**config.mk**
```make
export PLATFORM = sky130hd
export DESIGN_NAME = delayed_read_guard
export DESIGN_NICKNAME = d
export VERILOG_FILES = /design/src/rtl/delayed_read_guard_pkg.sv /design/src/rtl/delayed_read_guard_datapath.sv /design/src/rtl/delayed_read_guard_ctrl.sv /design/src/rtl/delayed_read_guard.sv
export SDC_FILE = /design/constraint.sdc
export NUM_CORES = 1
export LEC_CHECK = 0
export BUFFER_PORTS_ARGS = -buffer_cell sky130_fd_sc_hd__buf_2
export CAP_MARGIN = 20
export CORE_MARGIN = 2
export CORE_UTILIZATION = 45
export DETAILED_ROUTE_END_ITERATION = 10
export GPL_ROUTABILITY_DRIVEN = 0
export HOLD_SLACK_MARGIN = 0.06
export PLACE_DENSITY_LB_ADDON = 0.12
export RECOVER_POWER = 50
export SYNTH_ARGS = -nofsm -noshare
export SYNTH_HDL_FRONTEND = slang
export SYNTH_SLANG_ARGS = --single-unit
```
**constraint.sdc**
```tcl
create_clock -name clk -period 7.1 [get_ports clk]
set_input_delay 0 -clock clk [delete_from_list [all_inputs] [get_ports clk]]
set_output_delay 0 -clock clk [all_outputs]
set_load 0.02 [all_outputs]
```
**src/rtl/delayed_read_guard_pkg.sv**
```systemverilog
package delayed_read_guard_pkg;

  typedef struct packed {
    logic incCount;
    logic clrCount;
  } ctlStrobes_t;

  typedef enum logic {
    ST_IDLE = 1'b0,
    ST_PEND = 1'b1
  } guardState_t;

endpackage

```
**src/rtl/delayed_read_guard_datapath.sv**
```systemverilog
module delayed_read_guard_datapath
  import delayed_read_guard_pkg::*;
#(
  parameter int LIMIT_W = 3
) (
  input  logic               clk,
  input  logic               rstN,
  input  ctlStrobes_t        strobes,
  input  logic [LIMIT_W-1:0] limitCode,
  output logic               limitHit
);

  localparam int CNT_W = 2 ** LIMIT_W;
  localparam logic [CNT_W-1:0] CNT_MAX = '1;
  localparam logic [CNT_W:0]   ONE_WIDE = 1;

  logic [CNT_W-1:0] rejCount;
  logic [CNT_W:0]   nextCount;
  logic [CNT_W:0]   limitValue;

  // saturating rejection counter
  always_ff @(posedge clk or negedge rstN) begin
    if (!rstN) begin
      rejCount <= '0;
    end else if (strobes.clrCount) begin
      rejCount <= '0;
    end else if (strobes.incCount && (rejCount != CNT_MAX)) begin
      rejCount <= rejCount + 1'b1;
    end
  end

  always_comb begin
    nextCount  = {1'b0, rejCount} + ONE_WIDE;
    limitValue = ONE_WIDE << limitCode;
    limitHit   = (limitCode != '0) && (nextCount >= limitValue);
  end

endmodule

```
**src/rtl/delayed_read_guard_ctrl.sv**
```systemverilog
module delayed_read_guard_ctrl
  import delayed_read_guard_pkg::*;
(
  input  logic        clk,
  input  logic        rstN,
  input  logic        delayStart,
  input  logic        reqValid,
  input  logic        reqMatch,
  input  logic        satisfyStrb,
  input  logic        limitHit,
  output ctlStrobes_t strobes,
  output logic        pending,
  output logic        rejectRetry,
  output logic        discardPulse
);

  guardState_t state, stateNext;
  logic discardNow;

  always_comb begin
    pending     = (state == ST_PEND);
    rejectRetry = pending && reqValid && !reqMatch;
    discardNow  = rejectRetry && limitHit && !satisfyStrb;

    strobes.incCount = rejectRetry && !limitHit && !satisfyStrb;
    strobes.clrCount = !pending || satisfyStrb || discardNow;

    stateNext = state;
    unique case (state)
      ST_IDLE: if (delayStart) stateNext = ST_PEND;
      ST_PEND: if (satisfyStrb || discardNow) stateNext = ST_IDLE;
      default: stateNext = ST_IDLE;
    endcase
  end

  always_ff @(posedge clk or negedge rstN) begin
    if (!rstN) begin
      state        <= ST_IDLE;
      discardPulse <= 1'b0;
    end else begin
      state        <= stateNext;
      discardPulse <= discardNow;
    end
  end

endmodule

```
**src/rtl/delayed_read_guard.sv**
```systemverilog
module delayed_read_guard
  import delayed_read_guard_pkg::*;
#(
  parameter int LIMIT_W = 3
) (
  input  logic               clk,
  input  logic               rstN,
  input  logic               delayStart,
  input  logic               reqValid,
  input  logic               reqMatch,
  input  logic               satisfyStrb,
  input  logic [LIMIT_W-1:0] limitCode,
  output logic               pending,
  output logic               rejectRetry,
  output logic               discardPulse
);

  ctlStrobes_t strobes;
  logic        limitHit;

  delayed_read_guard_ctrl u_ctrl (
    .clk          (clk),
    .rstN         (rstN),
    .delayStart   (delayStart),
    .reqValid     (reqValid),
    .reqMatch     (reqMatch),
    .satisfyStrb  (satisfyStrb),
    .limitHit     (limitHit),
    .strobes      (strobes),
    .pending      (pending),
    .rejectRetry  (rejectRetry),
    .discardPulse (discardPulse)
  );

  delayed_read_guard_datapath #(
    .LIMIT_W (LIMIT_W)
  ) u_dp (
    .clk       (clk),
    .rstN      (rstN),
    .strobes   (strobes),
    .limitCode (limitCode),
    .limitHit  (limitHit)
  );

endmodule

```
# After elaboration in Yosys (flattened, before gate mapping)
# Index checks and enable logic that the tools add are counted.
[totals]
output_inout_bits = 3
regBits = 10
[classes]
n_addsub = 2
n_reduce_logical = 17
n_shift = 1
bitwise = 1
eq_ne = 1
order_cmp = 1
mux = 5
[ops]
columns = ["cell", "count"]
rows = [
  ["2-to-1 mux 8 bit", 2],
  ["adder 8 x 1 -> 9 bit (second input constant)", 1],
  [">= comparator 9 bit", 1],
  ["<< shifter 1 x 3 -> 9 bit (first input constant)", 1],
  ["adder 8 x 1 -> 8 bit (second input constant)", 1],
  ["logical AND 1 bit", 8],
  ["inequality test 8 bit (second input constant)", 1],
  ["logical NOT 1 bit", 4],
  ["logical OR 1 bit", 3],
  ["nonzero test 3 bit", 1],
  ["2-to-1 mux 1 bit", 2],
  ["one-hot mux 1 bit (2 select lines)", 1],
  ["nonzero test 2 bit", 1],
  ["inverter 1 bit", 1],
]

# Depth between registers and ports, before layout
[logic_depth]
ltp_word = 9
depth_mapped = 10
ltp_nobuf = 10

# Cells and area by module
# From an unflattened synthesis, not the netlist that was laid out.
[hier_totals]
cells_unflattened = 92
area_unflattened_um2 = 815.8
[by_module_without_submodules]
columns = ["module", "cells_per_inst", "n_inst", "seq_area_each_um2", "area_each_um2"]
rows = [
  ["delayed_read_guard_datapath", 82, 1, 200.2, 704.4],
  ["delayed_read_guard_ctrl", 10, 1, 50.0, 111.4],
]

# Worst setup path after synthesis
# No wires, ideal clock.
[synth_timing]
path_kind = "reg-to-reg"
startpoint = "register u_dp.rejCount[0]"
endpoint = "register u_dp.rejCount[3]"
path_slack_ps = 4309
n_path_buf = 0
stages_incl_launch_ff = 11
synth_period_minus_slack_ps = 2791
required_time_ps = 6972
arrival_time_ps = 2664
cell_sequence = "dfrtp_1 > ha_1 > nand3_1 > and2_1 > or2_2 > ha_1 > a21o_1 > a221o_1 > a21oi_4 > o211ai_4 > mux2_1"
[synth_between]
elab_chain_cells = 8
word_cells_on_any_way = 15
[synth_rtl]
columns = ["item", "line_no", "rtl"]
rows = [
  ["from (decl)", "delayed_read_guard_datapath.sv:17", "logic [CNT_W-1:0] rejCount;"],
  ["from (signal assigned)", "delayed_read_guard_datapath.sv:28", "rejCount <= rejCount + 1'b1;"],
  ["adder 8 x 1 -> 9 bit", "delayed_read_guard_datapath.sv:33", "nextCount = {1'b0, rejCount} + ONE_WIDE;"],
  [">= comparator 9 bit", "delayed_read_guard_datapath.sv:35", "limitHit = (limitCode != '0) && (nextCount >= limitValue);"],
  ["logical AND 1 bit", "delayed_read_guard_datapath.sv:35", ""],
  ["logical NOT 1 bit", "delayed_read_guard_ctrl.sv:25", "strobes.incCount = rejectRetry && !limitHit && !satisfyStrb;"],
  ["logical AND 1 bit (2 in a row)", "delayed_read_guard_ctrl.sv:25", ""],
  ["logical AND 1 bit", "delayed_read_guard_datapath.sv:27", "end else if (strobes.incCount && (rejCount != CNT_MAX)) begin"],
  ["nonzero test 2 bit (no line)", "n/a", ""],
]
# Several ways; a longest one is shown, not always the timed one. The select of a mux whose other input is x is not followed.
# A chain may end at the register's enable or synchronous reset.

# Worst setup path after layout
[layout_timing]
startpoint = "register u_dp.rejCount[2]"
endpoint = "register u_dp.rejCount[4]"
# The elaborated chain is that of the path after synthesis.

==> reports/metrics.sh <==
OUTCOME='finished clean'
TIMING.CRITICAL_PATH.CELLS='and3_1 > and3_1 > nand3_1 > xnor2_1 > ha_1 > and3_2 > a221o_1 > a21oi_4 > o211ai_4 > mux2_1'
PLACEDINSTANCEAREA_UM2=983
NUMBER_OF_BUFFERS_ADDED_BY_THE_CLOCK_TREE_SYNTHESIS_STEP=3
DRC=0
FINAL_ANTENNA_NET_COUNT=0
PATH_DELAY_FAMILY='simple AND/OR/NAND/NOR gates'
CRITICAL_PATH.ENDPOINT_TYPE='register'
SYNTH-WARNING-COUNT=0
ASYNC_FLOP_SHARE=1.00
CAP_VIOLATIONS=0
IO_PINS=12
FP.DIEAREA_UM2=2360
SYNTH_CELLS=94
GRT_MAX_DEGREE=11
SWITCHINGPOWER_W=0.0000359
CTS_BUFFER_DEPTH=2
HP-CLASS='in -> reg'
PATH_BUF_INV=0
DR_TOTAL_VIAS=772
PORT_BUFFERS=11
NUMBER_OF_GLOBAL_ROUTE_VIAS_BEFORE_REPAIR=734
STDCELL_COUNT=138
HOLD_VIOL_FINAL=0
CLOCK-SINKS=10
FINALWORSTPATHREQUIREDPERIOD_PS=2990
SLEW_AT_THE_PIN_WITH_THE_WORST_MAX_SLEW_SLACK_PS=506
SEQ_POWER_SHARE=0.476
LAYOUT.AREA.SEQ_UM2=250
MOST-COMMON-LAYOUT-CELLS='sky130_fd_sc_hd__nand2_1 (11), sky130_fd_sc_hd__dfrtp_1 (10), sky130_fd_sc_hd__ha_1 (9), sky130_fd_sc_hd__buf_2 (9), sky130_fd_sc_hd__nand3_1 (5)'
SYN2LAYOUT_AREA_GROWTH_PCT=15.5
N_FILL_CELL=178
CRIT_PATH_MAX_FANOUT=6
FLOORPLAN.INITIALDENSITY=0.465
SUMMED_NEGATIVE_SETUP_SLACK_OVER_ALL_ENDPOINTS_PS=0
NUMBER_OF_VIAS_PER_CELL_AFTER_DETAILED_ROUTING=5.59
DESIGN.FINAL.NETS=131
CRIT_PATH_FREQUENT_CELL='sky130_fd_sc_hd__and3_1'
GRT_PASS1_WL_UM=3240
HTREEDEPTH=1
YS_DOMINANT_REG_CELL='sky130_fd_sc_hd__dfrtp_1'
RSZ0062_AT_GRT='no'
LEAKAGEPOWER_nW=0.502
CPMAXSTAGEDELAYCELL='sky130_fd_sc_hd__dfrtp_1'
WHS_PS=153
DRT-TOTAL-WL_UM=1860
CTS_ROOT_BUFFER='sky130_fd_sc_hd__clkbuf_4'
DPL.HPWL_UM=1450
SLEW-LIMIT-HEADROOM=0.663
FINAL_DESIGN_AREA_NO_FILL_UM2=1030
GRT_ANTENNA_BEFORE_REPAIR=0
FINAL_MAX_SLEW_VIOL_COUNT=0
CLOCK-SKEW-FINAL_PS=6.29
NUMBER_OF_STORAGE_ELEMENTS_IN_THE_SYNTHESIS_NETLIST=10
COMBPWRFRAC=0.236
DIE_HEIGHT_UM=48.6
CRITICAL_PATH_ARRIVAL_PS=3120
POST_DRT_WL_PER_CELL_UM=13.4
PLACE.DETAILED.INSTANCES=132
STARTPOINT_TYPE_OF_THE_WORST_SETUP_PATH='register'
CRITPATHREQUIREDTIME_PS=7230
WORST_IR_DROP_ON_VDD_V=0.000144
CLKPWRFRAC=0.288
AVGSYNTHCELLAREA_UM2=9.52
SYNTH_CELL_TYPES=35
COREAREA_UM2=1920
FMAX_MHz=335
POWER_REPORT.INTERNAL_TOTAL_W=0.0000893
ROWS=16
FINAL-SETUP-VIOL-COUNT=0
DRT_ITER0_MARKERS=7
PWR_DENSITY_CELL_nW_PER_UM2=121
TIMING.FINAL.WS_SETUP_PS=4110
INSERTEDDIODECOUNT=0
SEQ_AREA_FRAC_SYNTH=0.280
WORST_PATH_LARGEST_CELL_DELAY_PS=420
CTS_REPAIR_RESIZE_COUNT=0
SYN-CELL-AREA_UM2=895
MULTI_INPUT_LOGIC_AREA_UM2=633
SYNTHESIS.NETS=112
FIRST_PASS_ITERS=4
CLK-INSERTION-DELAY-LATE_PS=260
GRT.TOTAL_USAGE=0.177
TIMING.FINAL.CRIT_SHARE=0.421
DIE_W_UM=48.6
PLACEMENT.SETUP.WORST_SLACK_PS=4130
FINAL_COMMON_CELL='sky130_fd_sc_hd__nand2_1'
NUMBER_OF_ENABLE_TYPE_REGISTER_CELLS_IN_THE_SYNTHESIZED_NETLIST=0
SWSHARE=0.287
DRIVE_ABOVE_1_SHARE=0.198
CLKSLEWWORSTSETUPHOLDPATHS_PS=60
CRITICAL_PATH_CLASS='reg -> reg'
CTS_TREE='done'
GR-TOTAL-OVERFLOW=0
==> state kept, by name (all words and copies together), names as in the netlist <==
signal / cells
u_ctrl.discardPulse: 1
u_ctrl.pending: 1
u_dp.rejCount: 8
==> layer usage <==
layer / GRT usage / share of wire / up-vias
met5: 0 / 0 / -
met4: 0.0667 / 0.030 / 0
met3: 0.0586 / 0.044 / 6
met2: 0.269 / 0.45 / 18
met1: 0.234 / 0.48 / 355
li1: - / - / 393
==> final cells by class <==
class                           instances  share of cell area
Timing Repair Buffer                   14              0.0799
Clock buffer                            3              0.0218
Inverter                                3              0.0109
Tap cell                               27              0.0327
Multi-Input combinational cell         81               0.613
Sequential cell                        10               0.242
==> final timing paths <==
path	from	end	slack, ps	cells after the start
worst max register to register	u_dp.rejCount[2]	u_dp.rejCount[4]	4110	10
worst min-delay path	reqValid	u_ctrl.discardPulse	150	4
worst min register to register	u_ctrl.pending	u_ctrl.pending	510	1
min in group asynchronous	rstN	u_ctrl.discardPulse	220	2
max in group asynchronous	rstN	u_dp.rejCount[0]	6540	2
worst max-delay path	u_dp.rejCount[2]	u_dp.rejCount[4]	4110	10
==> synthesized netlist by cell type (all sizes together) (2+ instances only) <==
cell | count | area [um2]
nand2 | 11 | 41.3
dfrtp | 10 | 250
ha | 9 | 113
a21oi | 5 | 36.3
nand3 | 5 | 25.0
and3 | 4 | 27.5
o21ai | 4 | 20.0
mux2 | 3 | 33.8
nand2b | 3 | 18.8
nand3b | 3 | 22.5
nor2 | 3 | 11.3
nor2b | 3 | 18.8
o21a | 3 | 22.5
o221ai | 3 | 26.3
xnor2 | 3 | 26.3
a21o | 2 | 15.0
and2 | 2 | 12.5
inv | 2 | 7.51
or2 | 2 | 12.5
or3b | 2 | 17.5
==> timing repair <==
| action | 4_1_cts | 5_1_grt |
|---|---|---|
| setup endpoints to repair | 0 | 0 |
| buffers inserted | 0 | 0 |
| hold buffers | 3 | 0 |
| hold endpoints to repair | 12 | 0 |
==> worst register-to-register path: cells and delay by family, from the launching register on <==
kind	cells	cell delay, ps
AOI/OAI and AO/OA	3	750
muxes	1	340
and+or+nand+nor	4	810
adders and majority gates	1	290
DFF	1	420
xor gates and xnor gates	1	260
==> power by group through the flow <==
stage | logic (W) | registers [W] | clock network, W
3_3_place_gp | 0.0000282 | 0.0000606 | 0
4_1_cts | 0.0000298 | 0.0000596 | 0.0000380
3_5_place_dp | 0.0000284 | 0.0000606 | 0
5_1_grt | 0.0000328 | 0.0000597 | 0.0000423
6_report | 0.0000296 | 0.0000596 | 0.0000360
2_1_floorplan | 0.0000176 | 0.0000618 | 0
==> kinds of logic (layout without fill, tap and decap cells) <==
kind of cell | Yosys count | after routing | share of synthesized area
fa+ha+maj | 9 | 9 | 0.126
mux | 4 | 4 | 0.0489
buf+inv | 3 | 20 | 0.0126
compound gates | 22 | 22 | 0.217
flops | 10 | 10 | 0.280
simple gates | 43 | 43 | 0.287
xor+xnor | 3 | 3 | 0.0294
==> through the flow <==
step            util  total power, W
6_report       0.538        0.000125
5_1_grt        0.538        0.000135
4_1_cts        0.539        0.000127
3_5_place_dp   0.512       0.0000890
3_3_place_gp   0.512       0.0000888
2_1_floorplan      -       0.0000794
Power figures use the tool's default switching activity.
